===== src/rtl/cfx_pkg.sv =====
package cfx_pkg;
  // Fixed field layout of a Type 0 configuration address.
  localparam int unsigned CFG_ADDR_W = 32;
  localparam int unsigned CFG_BUS_W  = 8;
  localparam int unsigned CFG_DEV_W  = 5;
  localparam int unsigned CFG_FUN_W  = 3;
  localparam int unsigned CFG_REG_W  = 6;
  localparam int unsigned DEV_LSB    = 11;
  localparam int unsigned FUN_LSB    = 8;
  localparam int unsigned REG_LSB    = 2;

  typedef enum logic [1:0] {
    DISP_NONE = 2'd0,
    DISP_FWD  = 2'd1,
    DISP_SUP  = 2'd2,
    DISP_ERR  = 2'd3
  } disp_e;
endpackage


===== src/rtl/cfx_onehot_lsb.sv =====
module cfx_onehot_lsb #(
  parameter int unsigned W     = 21,
  parameter int unsigned IDX_W = (W > 1) ? $clog2(W) : 1
) (
  input  logic [W-1:0]     vec_i,
  output logic [IDX_W-1:0] idx_o,
  output logic             any_o
);
  // Scan from the top so the lowest set bit is the last to assign.
  always_comb begin
    idx_o = '0;
    for (int i = W - 1; i >= 0; i--) begin
      if (vec_i[i]) idx_o = IDX_W'(i);
    end
  end

  assign any_o = |vec_i;
endmodule


===== src/rtl/cfx_decode.sv =====
module cfx_decode
  import cfx_pkg::*;
#(
  parameter int unsigned OFS_W     = 16,
  parameter int unsigned TYPE_BIT  = 16,
  parameter int unsigned SIZE_W    = 3,
  parameter int unsigned MAX_BYTES = 4
) (
  input  logic                 valid_i,
  input  logic [SIZE_W-1:0]    size_i,
  input  logic [OFS_W-1:0]     offset_i,
  input  logic [CFG_ADDR_W-1:0] map_i,
  output disp_e                disp_o,
  output logic [CFG_DEV_W-1:0] dev_o,
  output logic [CFG_FUN_W-1:0] fun_o,
  output logic [CFG_REG_W-1:0] reg_o
);
  localparam int unsigned HI_W  = CFG_ADDR_W - OFS_W;
  localparam int unsigned SEL_W = CFG_ADDR_W - DEV_LSB;
  localparam int unsigned IDX_W = $clog2(SEL_W);

  logic [CFG_ADDR_W-1:0] inter;
  logic [SEL_W-1:0]      sel;
  logic [IDX_W-1:0]      sel_idx;
  logic                  sel_any;
  logic                  size_ok;

  assign inter = {map_i[HI_W-1:0], offset_i};
  assign sel   = inter[CFG_ADDR_W-1:DEV_LSB];

  cfx_onehot_lsb #(.W(SEL_W), .IDX_W(IDX_W)) u_lsb (
    .vec_i (sel),
    .idx_o (sel_idx),
    .any_o (sel_any)
  );

  assign size_ok = (size_i != '0) && (size_i <= SIZE_W'(MAX_BYTES));

  always_comb begin
    if (!valid_i || !size_ok)  disp_o = DISP_NONE;
    else if (map_i[TYPE_BIT])  disp_o = DISP_SUP;
    else if (!sel_any)         disp_o = DISP_ERR;
    else                       disp_o = DISP_FWD;
  end

  assign dev_o = CFG_DEV_W'(sel_idx);
  assign fun_o = inter[FUN_LSB +: CFG_FUN_W];
  assign reg_o = inter[REG_LSB +: CFG_REG_W];
endmodule


===== src/rtl/cfx_rdmask.sv =====
module cfx_rdmask #(
  parameter int unsigned DATA_W = 32,
  parameter int unsigned SIZE_W = 3
) (
  input  logic [SIZE_W-1:0] size_i,
  output logic [DATA_W-1:0] mask_o
);
  localparam int unsigned NBYTES = DATA_W / 8;

  for (genvar b = 0; b < NBYTES; b++) begin : g_byte
    assign mask_o[b*8 +: 8] = (size_i > SIZE_W'(b)) ? 8'hFF : 8'h00;
  end
endmodule


===== src/rtl/cfx_status.sv =====
module cfx_status #(
  parameter int unsigned STAT_W = 2
) (
  input  logic              clk,
  input  logic              rst,
  input  logic [STAT_W-1:0] set_i,
  input  logic              clr_i,
  output logic [STAT_W-1:0] stat_o
);
  logic [STAT_W-1:0] stat_q;

  for (genvar k = 0; k < STAT_W; k++) begin : g_bit
    always_ff @(posedge clk) begin
      if (rst)           stat_q[k] <= 1'b0;
      else if (set_i[k]) stat_q[k] <= 1'b1;
      else if (clr_i)    stat_q[k] <= 1'b0;
    end
  end

  assign stat_o = stat_q;
endmodule


===== src/rtl/cfg_addr_xlate.sv =====
module cfg_addr_xlate
  import cfx_pkg::*;
#(
  parameter int unsigned OFS_W     = 16,
  parameter int unsigned TYPE_BIT  = 16,
  parameter int unsigned MAX_BYTES = 4,
  parameter int unsigned SIZE_W    = 3,
  parameter int unsigned DATA_W    = 32
) (
  input  logic                  clk,
  input  logic                  rst,
  input  logic                  req_valid_i,
  input  logic                  req_write_i,
  input  logic [SIZE_W-1:0]     req_size_i,
  input  logic [OFS_W-1:0]      req_offset_i,
  input  logic [CFG_ADDR_W-1:0] map_cfg_i,
  input  logic [CFG_BUS_W-1:0]  bus_num_i,
  input  logic                  mabort_set_i,
  input  logic                  tabort_set_i,
  output logic                  cfg_valid_o,
  output logic                  cfg_write_o,
  output logic [CFG_ADDR_W-1:0] cfg_addr_o,
  output logic [SIZE_W-1:0]     cfg_size_o,
  output logic [1:0]            cfg_lane_o,
  output logic                  sup_o,
  output logic [DATA_W-1:0]     sup_rdata_o,
  output logic                  error_o,
  output logic [1:0]            status_o
);
  localparam int unsigned PAD_W = CFG_ADDR_W - 1 - CFG_BUS_W - CFG_DEV_W
                                  - CFG_FUN_W - CFG_REG_W - REG_LSB;

  disp_e                 disp;
  logic [CFG_DEV_W-1:0]  dev;
  logic [CFG_FUN_W-1:0]  fun;
  logic [CFG_REG_W-1:0]  regn;
  logic [DATA_W-1:0]     ones_mask;
  logic [CFG_ADDR_W-1:0] packed_addr;
  logic                  fwd, sup, err;

  cfx_decode #(
    .OFS_W(OFS_W), .TYPE_BIT(TYPE_BIT), .SIZE_W(SIZE_W), .MAX_BYTES(MAX_BYTES)
  ) u_dec (
    .valid_i  (req_valid_i),
    .size_i   (req_size_i),
    .offset_i (req_offset_i),
    .map_i    (map_cfg_i),
    .disp_o   (disp),
    .dev_o    (dev),
    .fun_o    (fun),
    .reg_o    (regn)
  );

  cfx_rdmask #(.DATA_W(DATA_W), .SIZE_W(SIZE_W)) u_mask (
    .size_i (req_size_i),
    .mask_o (ones_mask)
  );

  assign fwd = (disp == DISP_FWD);
  assign err = (disp == DISP_ERR);
  assign sup = (disp == DISP_SUP) || err;

  assign packed_addr = {1'b1, {PAD_W{1'b0}}, bus_num_i, dev, fun, regn,
                        {REG_LSB{1'b0}}};

  cfx_status #(.STAT_W(2)) u_stat (
    .clk    (clk),
    .rst    (rst),
    .set_i  ({tabort_set_i, mabort_set_i}),
    .clr_i  (fwd),
    .stat_o (status_o)
  );

  always_ff @(posedge clk) begin
    if (rst) begin
      cfg_valid_o <= 1'b0;
      cfg_write_o <= 1'b0;
      cfg_addr_o  <= '0;
      cfg_size_o  <= '0;
      cfg_lane_o  <= '0;
      sup_o       <= 1'b0;
      sup_rdata_o <= '0;
      error_o     <= 1'b0;
    end else begin
      cfg_valid_o <= fwd;
      cfg_write_o <= fwd & req_write_i;
      cfg_addr_o  <= fwd ? packed_addr : '0;
      cfg_size_o  <= fwd ? req_size_i : '0;
      cfg_lane_o  <= fwd ? req_offset_i[1:0] : 2'b00;
      sup_o       <= sup;
      sup_rdata_o <= (sup && !req_write_i) ? ones_mask : '0;
      error_o     <= err;
    end
  end
endmodule


===== config.mk =====
export PLATFORM = sky130hd
export DESIGN_NAME = cfg_addr_xlate
export DESIGN_NICKNAME = d
export VERILOG_FILES = /design/src/rtl/cfx_pkg.sv /design/src/rtl/cfx_onehot_lsb.sv /design/src/rtl/cfx_decode.sv /design/src/rtl/cfx_rdmask.sv /design/src/rtl/cfx_status.sv /design/src/rtl/cfg_addr_xlate.sv
export SDC_FILE = /design/constraint.sdc
export NUM_CORES = 1
export LEC_CHECK = 0
export ABC_AREA = 1
export BUFFER_PORTS_ARGS = -buffer_cell sky130_fd_sc_hd__buf_2
export CORE_ASPECT_RATIO = 1.5
export CORE_MARGIN = 2
export CORE_UTILIZATION = 30
export CTS_BUF_LIST = sky130_fd_sc_hd__clkbuf_4 sky130_fd_sc_hd__clkbuf_8
export CTS_CLUSTER_SIZE = 14
export DETAILED_ROUTE_END_ITERATION = 6
export PLACE_DENSITY = 0.68
export SYNTH_ARGS = -nofsm -noshare
export SYNTH_HDL_FRONTEND = slang
export SYNTH_SLANG_ARGS = --single-unit

===== constraint.sdc =====
create_clock -name clk -period 1.31 [get_ports clk]
set_input_delay 0.1965 -clock clk [delete_from_list [all_inputs] [get_ports clk]]
set_output_delay 0.1965 -clock clk [all_outputs]
set_load 0.02 [all_outputs]

* Yosys cells after proc, flatten, opt, wreduce, memory -nomap -nowiden
Cells that the tools add are included.
** Word-level totals
- Logic and storage cells :: 77
- Input bits :: 65
- Flip-flop bits (word level) :: 75
** Operators by class
- Equality and inequality tests :: 3
- Reductions and logical operators :: 18
- Magnitude comparators :: 5
- Bitwise logic cells :: 3
- Muxes and demuxes :: 32
** Operators with widths (count)
- two-way mux 5 bit :: 21
- two-way mux 32 bit :: 1
- two-way mux 8 bit :: 4
- OR reduction 21 bit :: 1
- OR reduction 18 bit :: 1
- OR reduction 10 bit :: 1
- > comparator 3 x 1 -> 1 bit, second input constant :: 2
- > comparator 3 x 2 -> 1 bit, second input constant :: 2
- two-way mux 2 bit :: 3
- OR reduction 6 bit :: 1
- equality test 2 bit, second input constant :: 2
- nonzero test 2 bit :: 2
- OR reduction 2 bit :: 2
- OR reduction 4 bit :: 1
- <= comparator 3 bit, second input constant :: 1
- zero test 1 bit :: 3
- two-way mux 1 bit :: 3
- nonzero test 3 bit :: 1
- OR reduction 3 bit :: 1
- equality test 2 x 1 -> 1 bit, second input constant :: 1
- logical AND 1 bit :: 2
- logical OR 1 bit :: 2
- NOT 1 bit :: 2
- AND 1 bit :: 1

* Depth between registers and ports, before layout
Gate-level depths: netlist of run 1.
- Depth in word-level cells :: 22
- Mapped depth :: 19

* Hierarchy
From an unflattened synthesis of run 1, not the netlist that was laid out.
** Unflattened totals
- Cell total of the unflattened synthesis :: 337
- Area total of the unflattened synthesis :: 2572.5 um2
** By module, submodules not included
- cfg_addr_xlate :: area an instance 1870.5 um2, seq. area each 1261.2 um2, cells an instance 209, times used 1
- cfx_onehot_lsb :: area an instance 290.3 um2, seq. area each 0.0 um2, cells an instance 66, times used 1
- cfx_rdmask :: area an instance 239.0 um2, seq. area each 0.0 um2, cells an instance 35, times used 1
- cfx_decode :: area an instance 103.8 um2, seq. area each 0.0 um2, cells an instance 18, times used 1
- cfx_status :: area an instance 68.8 um2, seq. area each 40.0 um2, cells an instance 9, times used 1

* Least setup slack after synthesis of run 1
OpenSTA, ideal clock, no wires.
- Kind :: input port to flip-flop
- From :: input port req_offset_i[14]
- To :: register cfg_size_o[2]
- Arrival :: 1.239 ns
- Stages on the path :: 9
- Setup time :: 0.116 ns
- Path buffers :: 1
- Path slack :: -0.045 ns
- Cell sequence :: nor4_2 nand2_1 nor3_2 nand4_1 nand3_2 nor2_2 clkinv_2 buf_6 nor2_1
** Between the ends
- Word-level cells in the longest chain between the ends :: 7
** RTL lines
- start, declared :: RTL line cfg_addr_xlate.sv:15 : input logic [OFS_W-1:0] req_offset_i,
- OR reduction 21 bit :: RTL line cfx_onehot_lsb.sv:17 : assign any_o = |vec_i;
- two-way mux 2 bit :: RTL line cfx_decode.sv:42 : else if (!sel_any) disp_o = DISP_ERR;
- two-way mux 2 bit :: RTL line cfx_decode.sv:41 : else if (map_i[TYPE_BIT]) disp_o = DISP_SUP;
- two-way mux 2 bit :: RTL line cfx_decode.sv:40 : if (!valid_i || !size_ok) disp_o = DISP_NONE;
- equality test 2 x 1 -> 1 bit :: RTL line cfg_addr_xlate.sv:59 : assign fwd = (disp == DISP_FWD);
- NOT 1 bit (no line)
- OR reduction 2 bit (no line)
- end signal, assigned :: RTL line cfg_addr_xlate.sv:88 : cfg_size_o <= fwd ? req_size_i : '0;
- end, declared :: RTL line cfg_addr_xlate.sv:23 : output logic [SIZE_W-1:0] cfg_size_o,
No other way between the ends.
A chain may end at the register's enable or synchronous reset.

* Worst setup path after layout of run 1
- From :: input port req_offset_i[14]
- To :: register sup_rdata_o[15]
** Between the ends
- Word-level cells in the longest chain between the ends :: 9
** RTL lines
- OR reduction 21 bit * :: RTL line cfx_onehot_lsb.sv:17
- two-way mux 2 bit * :: RTL line cfx_decode.sv:42
- two-way mux 2 bit * :: RTL line cfx_decode.sv:41
- two-way mux 2 bit * :: RTL line cfx_decode.sv:40
- equality test 2 bit (on tied branches) :: RTL line cfg_addr_xlate.sv:61, cfg_addr_xlate.sv:60
- logical OR 1 bit * :: RTL line cfg_addr_xlate.sv:61 : assign sup = (disp == DISP_SUP) || err;
- logical AND 1 bit * :: RTL line cfg_addr_xlate.sv:91 : sup_rdata_o <= (sup && !req_write_i) ? ones_mask : '0;
- NOT 1 bit (no line) *
- OR reduction 2 bit (no line) *
- end signal, assigned :: RTL line cfg_addr_xlate.sv:91
- end, declared :: RTL line cfg_addr_xlate.sv:26 : output logic [DATA_W-1:0] sup_rdata_o,
Mark *: on every way between the ends. The rest lies on a longest branch, timed or not.

==> results of run 1 <==
[layout by cell type (no fill, tap or decap), drive strengths merged, types with 2 or more instances in the layout]
cell type	netlist	routed
buf	40	127
conb	1	9
dfxtp	37	37
clkbuf	0	6
a21oi	5	5
nor3	3	3
nand3	7	7
inv	46	46
nand2	28	28
nor2	38	38
nor4	2	2
[metrics by stage]
stage          setup WS [ns]  utilization, %  instances
3_5_place_dp          -0.268            39.9        379
6_report              0.0772            42.3        386
2_1_floorplan      -0.000580               -        222
3_3_place_gp          -0.269            39.9        379
5_1_grt              -0.0180            42.3        386
4_1_cts               0.0276            41.5        386
[flip-flops by register name, summed over array words and instances, names as in the netlist]
signal / flops
cfg_addr_o: 23
cfg_lane_o: 2
cfg_size_o: 3
cfg_write_o: 1
error_o: 1
sup_o: 1
sup_rdata_o: 4
u_stat.stat_o: 2
[path summary, 6_finish.rpt]
check,slack [ns],endpoint
max,0.08,sup_rdata_o[15]$_SDFF_PP0_
min,0.1,error_o$_SDFF_PP0_
max reg2reg,0.71,u_stat.stat_o[0]$_SDFFE_PP0P_
min reg2reg,0.49,u_stat.stat_o[1]$_SDFFE_PP0P_
[cell families after synthesis]
family	share of synthesized area (%)
compound gates	3.55
fa+ha+maj	0.756
buf+inv	29.3
flops	44.7
other cells	0.227
simple gates	21.4
[cell usage after synthesis (all sizes together)]
| cell type | instances |
|---|---|
| a211oi | 1 |
| a21oi | 5 |
| a31o | 1 |
| a31oi | 1 |
| buf | 40 |
| clkinv | 1 |
| conb | 1 |
| dfxtp | 37 |
| ha | 1 |
| inv | 46 |
| nand2 | 28 |
| nand3 | 7 |
| nand4 | 1 |
| nor2 | 38 |
| nor3 | 3 |
| nor4 | 2 |
| o31ai | 1 |
[cell type report]
cell class | instances | area (µm²)
Fill cell | 570 | 3120
Sequential cell | 37 | 741
Timing Repair Buffer | 127 | 694
Multi-Input combinational cell | 98 | 484
Inverter | 47 | 189
Tap cell | 70 | 87.6
Clock buffer | 6 | 82.6
Clock inverter | 1 | 7.51
[power by group through the flow]
| stage | Combinational, mW | Clock, mW | Sequential, mW |
|---|---|---|---|
| 2_1_floorplan | 0.181 | 0 | 1.21 |
| 3_3_place_gp | 0.337 | 0 | 1.18 |
| 3_5_place_dp | 0.341 | 0 | 1.18 |
| 4_1_cts | 0.342 | 0.840 | 1.16 |
| 5_1_grt | 0.391 | 0.875 | 1.16 |
| 6_report | 0.347 | 0.793 | 1.16 |
[metal layers]
| layer | wire [µm] | global-route usage (%) | up-vias |
|---|---|---|---|
| met3 | 390 | 3.58 | 7 |
| met4 | 87 | 5.85 | 0 |
| met5 | 0 | 0 | - |
| met2 | 1790 | 22.7 | 87 |
| li1 | - | - | 785 |
| met1 | 1130 | 9.92 | 625 |
[critical path, delay by kind of cell]
family,cells,cell delay [ns]
AO/OA/AOI/OAI,1,0.11
AND/OR/NAND/NOR,8,1.05
buffers and inverters,1,0.10
==> impl_metrics.env, run 1 <==
export IMPL_status="complete, no violations"
export IMPL_antenna_cells=0
export IMPL_power_mw=2.30
export IMPL_drcViolationCount=0
export IMPL_fp_dieH_um=95.0
export IMPL_die_w_um=64.7
export IMPL_drt_wl_total_um=3400
export IMPL_netlist_area_um2=1660
export IMPL_slew_viol_final=0
export IMPL_setup_tns_final_ns=0
export IMPL_grt_max_degree=26
export IMPL_finalClockSkew_ns=0
export IMPL_post_synth_num_cell_types=24
export IMPL_gr_usage_all_layers_pct=11.4
export IMPL_numCtsBuffers=5
export IMPL_min_period_over_period_pct=94.1
export IMPL_drive_gt1_share_pct=46.2
export IMPL_end_kind="flop"
export IMPL_rsz0062_at_grt="yes"
export IMPL_p_sw_share_pct=25.5
export IMPL_setup_viol_count_final=0
export IMPL_r2r_start="u_stat.stat_o[0]$_SDFFE_PP0P_"
export IMPL_start_util_pct=30.6
export IMPL_cts_tree="yes"
export IMPL_dr_pass1_iters=4
export IMPL_synth_seq_cells=37
export IMPL_cts_resized_gates=0
export IMPL_hold_slack_ns=0.0981
export IMPL_design_area_um2=2290
export IMPL_cts_root_buf="clkbuf_8"
export IMPL_nets=382
export IMPL_yosysSeqAreaShare_pct=44.7
export IMPL_path_clk_slew_ns=0.07
export IMPL_die_area_um2=6140
export IMPL_grt_pass1_vias=1257
export IMPL_cp_slowest_stage_delay_ns=0.28
export IMPL_p_per_area_nw_per_um2=1000
export IMPL_post_dp_hpwl_um=2880
export IMPL_p_switching_uw=585
export IMPL_hold_path_depth=2
export IMPL_core_area_um2=5410
export IMPL_wire_per_inst_um=8.81
export IMPL_seqPwrFrac_pct=50.4
export IMPL_antenna_found_initial=0
export IMPL_clock_latency_ns=0.28
export IMPL_cap_violations=0
export IMPL_cp_startpoint="req_offset_i[14]"
export IMPL_io_buffer_count=115
export IMPL_p_comb_share_pct=15.1
export IMPL_cts_max_level=2
export IMPL_ir_worst_vdd_mv=0.404
export IMPL_max_freq_ghz=0.811
export IMPL_intPower_mw=1.71
export IMPL_leakage_nw=1.43
export IMPL_slowest_stage="nor4_4"
export IMPL_holdCritPathClass="in2reg"
export IMPL_r2r_cells=2
export IMPL_finalHoldViolCount=0
export IMPL_worstPathCellList="buf_8 -> nor4_4 -> nand2_1 -> nor3_2 -> nand4_1 -> nand2_1 -> nand2_2 -> nor2_4 -> nand2_2 -> a21oi_2"
export IMPL_via_count=1504
export IMPL_p_clk_share_pct=34.5
export IMPL_fin_crit_ns=1.23
export IMPL_gr_total_overflow=0
export IMPL_rows=33
export IMPL_dpl_instance_area_um2=2160
export IMPL_grt_pass1_wl_um=5310
export IMPL_arrival_ns=1.45
export IMPL_worstPathRequired_ns=1.53
export IMPL_ant_nets=0
export IMPL_cts_sinks=37
export IMPL_syn_avg_cell_area_um2=7.74
export IMPL_routed_via_density=3.90
export IMPL_cts_buffer_depth=2
export IMPL_post_cts_buffers=0
export IMPL_hold_buffers=0
export IMPL_yosys_warnings=0
export IMPL_critPathKind="in2reg"
export IMPL_start_kind="primary input"
export IMPL_synthCells=214
export IMPL_ys_top_cells_by_area="dfxtp_1 (45%), buf_4 (17%), inv_1 (10%)"
export IMPL_drt_first_iter_violations=24
export IMPL_crit_fanout=4
export IMPL_place_congestion=0.703
export IMPL_synth_top_area_share_pct=44.7
export IMPL_post_synth_top_area_cell="dfxtp_1"
export IMPL_pin_count=140
export IMPL_area_growth_pct=38.1
export IMPL_hp_start="map_cfg_i[16]"
(Power assumes the default switching activity.)
==> run 2, diff against run 1 <==
--- a/config.mk
+++ b/config.mk
@@ -7,13 +7,15 @@
 export LEC_CHECK = 0
 export ABC_AREA = 1
 export BUFFER_PORTS_ARGS = -buffer_cell sky130_fd_sc_hd__buf_2
+export CELL_PAD_IN_SITES_DETAIL_PLACEMENT = 0
+export CELL_PAD_IN_SITES_GLOBAL_PLACEMENT = 1
 export CORE_ASPECT_RATIO = 1.5
 export CORE_MARGIN = 2
-export CORE_UTILIZATION = 30
+export CORE_UTILIZATION = 23
 export CTS_BUF_LIST = sky130_fd_sc_hd__clkbuf_4 sky130_fd_sc_hd__clkbuf_8
 export CTS_CLUSTER_SIZE = 14
 export DETAILED_ROUTE_END_ITERATION = 6
-export PLACE_DENSITY = 0.68
+export PLACE_DENSITY = 0.78
 export SYNTH_ARGS = -nofsm -noshare
 export SYNTH_HDL_FRONTEND = slang
 export SYNTH_SLANG_ARGS = --single-unit
==> run 2 against run 1 <==
  * Largest cell class is now non-clock buffers
  * Cell count rose by 5.2%
  * Design area rose by 5.6%
  * Setup slack got worse by 0.034 ns
  * Critical path depth stayed put
  * Critical path type unchanged
  * Die area increased by 29%
  * Via count up 3.3%
  * Utilization fell by 7.3 points
  * Combinational power is 7.5% higher
  * Power about the same
  * Non-clock buffer count rose by 9
  * Clock power is 3.2% lower
==> impl_metrics.env, run 2 (synthesis gave the netlist of run 1 again) <==
export IMPL_multiInputGateArea_um2=517
export IMPL_path_clk_slew_ns=0.07
export IMPL_max_freq_ghz=0.789
export IMPL_antenna_cells=0
export IMPL_grt_pass1_wl_um=5510
export IMPL_clock_latency_ns=0.28
export IMPL_die_w_um=73.3
export IMPL_start_util_pct=24.0
export IMPL_finalClockSkew_ns=0
export IMPL_dpl_instance_area_um2=2210
export IMPL_arrival_ns=1.48
export IMPL_io_buffer_count=115
export IMPL_r2r_end="u_stat.stat_o[1]$_SDFFE_PP0P_"
export IMPL_cts_buffer_depth=2
export IMPL_dr_pass1_iters=2
export IMPL_mostFrequentLayoutCell="buf_2"
export IMPL_pin_count=140
export IMPL_gr_usage_all_layers_pct=9.04
export IMPL_critPathKind="in2reg"
export IMPL_hold_buffers=0
export IMPL_holdCritPathClass="in2reg"
export IMPL_finalHoldViolCount=0
export IMPL_nets=393
export IMPL_antenna_found_initial=0
export IMPL_largest_register_ffs=23
export IMPL_critical_path_top_delay_family="simple AND/OR/NAND/NOR gates"
export IMPL_worstPathRequired_ns=1.52
export IMPL_core_area_um2=6900
export IMPL_area_growth_pct=45.9
export IMPL_wire_per_inst_um=9.70
export IMPL_place_congestion=0.835
export IMPL_cp_slowest_stage_delay_ns=0.27
export IMPL_p_per_area_nw_per_um2=952
export IMPL_design_area_um2=2410
export IMPL_cts_max_level=2
export IMPL_fp_dieH_um=108
export IMPL_cts_sinks=37
export IMPL_path_buf_inv=1
export IMPL_final_seq_area_um2=741
export IMPL_crit_fanout=4
export IMPL_ant_nets=0
export IMPL_path_depth=10
export IMPL_largestRegisters="cfg_addr_o: 23 flops, sup_rdata_o: 4 flops, cfg_size_o: 3 flops"
export IMPL_final_cell_mix="buf_2 (111), inv_1 (45), dfxtp_1 (37), nor2_1 (33), nand2_1 (25)"
export IMPL_r2r_cells=2
export IMPL_grt_max_degree=26
export IMPL_cp_startpoint="req_offset_i[14]"
export IMPL_cts_root_buf="clkbuf_8"
export IMPL_drcViolationCount=0
export IMPL_via_count=1554
export IMPL_status="complete, no violations"
export IMPL_r2r_start="u_stat.stat_o[1]$_SDFFE_PP0P_"
export IMPL_die_area_um2=7910
export IMPL_setup_viol_count_final=0
export IMPL_drive_gt1_share_pct=50.6
export IMPL_ir_worst_vdd_mv=0.420
export IMPL_drt_wl_total_um=3940
export IMPL_endpoint="sup_rdata_o[15]$_SDFF_PP0_"
export IMPL_routed_via_density=3.83
export IMPL_slowest_stage="nor4_4"
export IMPL_rows=37
export IMPL_rsz0062_at_grt="yes"
export IMPL_crit_path_frequent_cell="nand2_1"
export IMPL_start_kind="primary input"
export IMPL_numCtsBuffers=5
export IMPL_gr_total_overflow=0
export IMPL_min_period_over_period_pct=96.7
export IMPL_leakage_nw=1.50
export IMPL_fin_crit_ns=1.27
export IMPL_worstPathCellList="buf_8 -> nor4_4 -> nand2_1 -> nor3_2 -> nand4_1 -> nand2_1 -> nand2_2 -> nor2_4 -> nand2_4 -> a21oi_2"
export IMPL_end_kind="flop"
export IMPL_post_dp_hpwl_um=3070
export IMPL_drt_first_iter_violations=18
export IMPL_regMostFlops="cfg_addr_o"
export IMPL_cts_tree="yes"
export IMPL_cap_violations=0
export IMPL_slew_viol_final=0
export IMPL_hold_slack_ns=0.0937
export IMPL_grt_pass1_vias=1376
export IMPL_nFillCells=766
export IMPL_ff2ff_setup_slack_ns=0.70
==> run 2: cell types whose count changed in the layout (fill, tap and decap cells not counted), sizes merged <==
| cell | previous run | this run |
|---|---|---|
| buf | 127 | 136 |
| clkinvlp | 1 | 0 |
| inv | 46 | 47 |
| clkinv | 1 | 4 |
==> run 2: area by class of cell <==
cell class | instances | share of cell area, %
inverters | 47 | 7.82
repair inverters | 2 | 0.622
well taps | 78 | 4.04
multi-input cells | 98 | 21.4
clock inverters | 2 | 0.415
repair buffers | 136 | 31.9
flip-flops and latches | 37 | 30.7
clock buffers | 6 | 3.16
==> run 2: how the worst min path moves through the flow <==
stage	from	end	slack (ns)	cells past startpoint
after floorplan	rst	sup_o$_SDFF_PP0_	0.27	1
after global placement	map_cfg_i[16]	error_o$_SDFF_PP0_	0.38	2
after detailed placement	map_cfg_i[16]	error_o$_SDFF_PP0_	0.39	2
after CTS	map_cfg_i[16]	error_o$_SDFF_PP0_	0.08	2
after global routing	map_cfg_i[16]	error_o$_SDFF_PP0_	0.08	2
final	map_cfg_i[16]	error_o$_SDFF_PP0_	0.09	2
==> run 2: per-stage QoR <==
step           util, %  setup TNS [ns]  setup WS [ns]  instances  total power, mW
4_1_cts           33.3               0         0.0292        401             2.33
6_report          35.0               0         0.0429        406             2.30
2_1_floorplan        -       -0.000580      -0.000580        222             1.40
5_1_grt           35.0          -0.552        -0.0955        406             2.43
3_3_place_gp      32.1           -7.90         -0.243        393             1.53
3_5_place_dp      32.1           -8.54         -0.270        393             1.53
==> run 2: what timing repair did <==
action | in CTS | in global routing
setup endpoints to repair | 0 | 35
buffers inserted | 0 | 3
resized for setup | 0 | 25
==> run 2: worst register-to-register path: cells and delay by family, from the launching register on <==
family             cells  cell delay, ns
and+or+nand+nor        1            0.05
AOI/OAI and AO/OA      1            0.13
DFF                    1            0.31
==> run 2: where the power goes <==
part | internal [mW] | switching, mW | leakage [nW] | total [mW]
sequential | 1.15 | 0.00860 | 0.300 | 1.16
clock | 0.389 | 0.379 | 0.0484 | 0.768
combinational | 0.161 | 0.212 | 1.15 | 0.373
total | 1.70 | 0.600 | 1.50 | 2.30
==> run 2: metal layers <==
layer  vias to the layer above  global-route usage [%]  share of wire [%]
met2                        87                    16.7                 53
met5                         -                       0                  0
met4                         0                    4.76                1.3
met1                       659                    8.42                 36
li1                        804                       -                  -
met3                         4                    3.09                 10
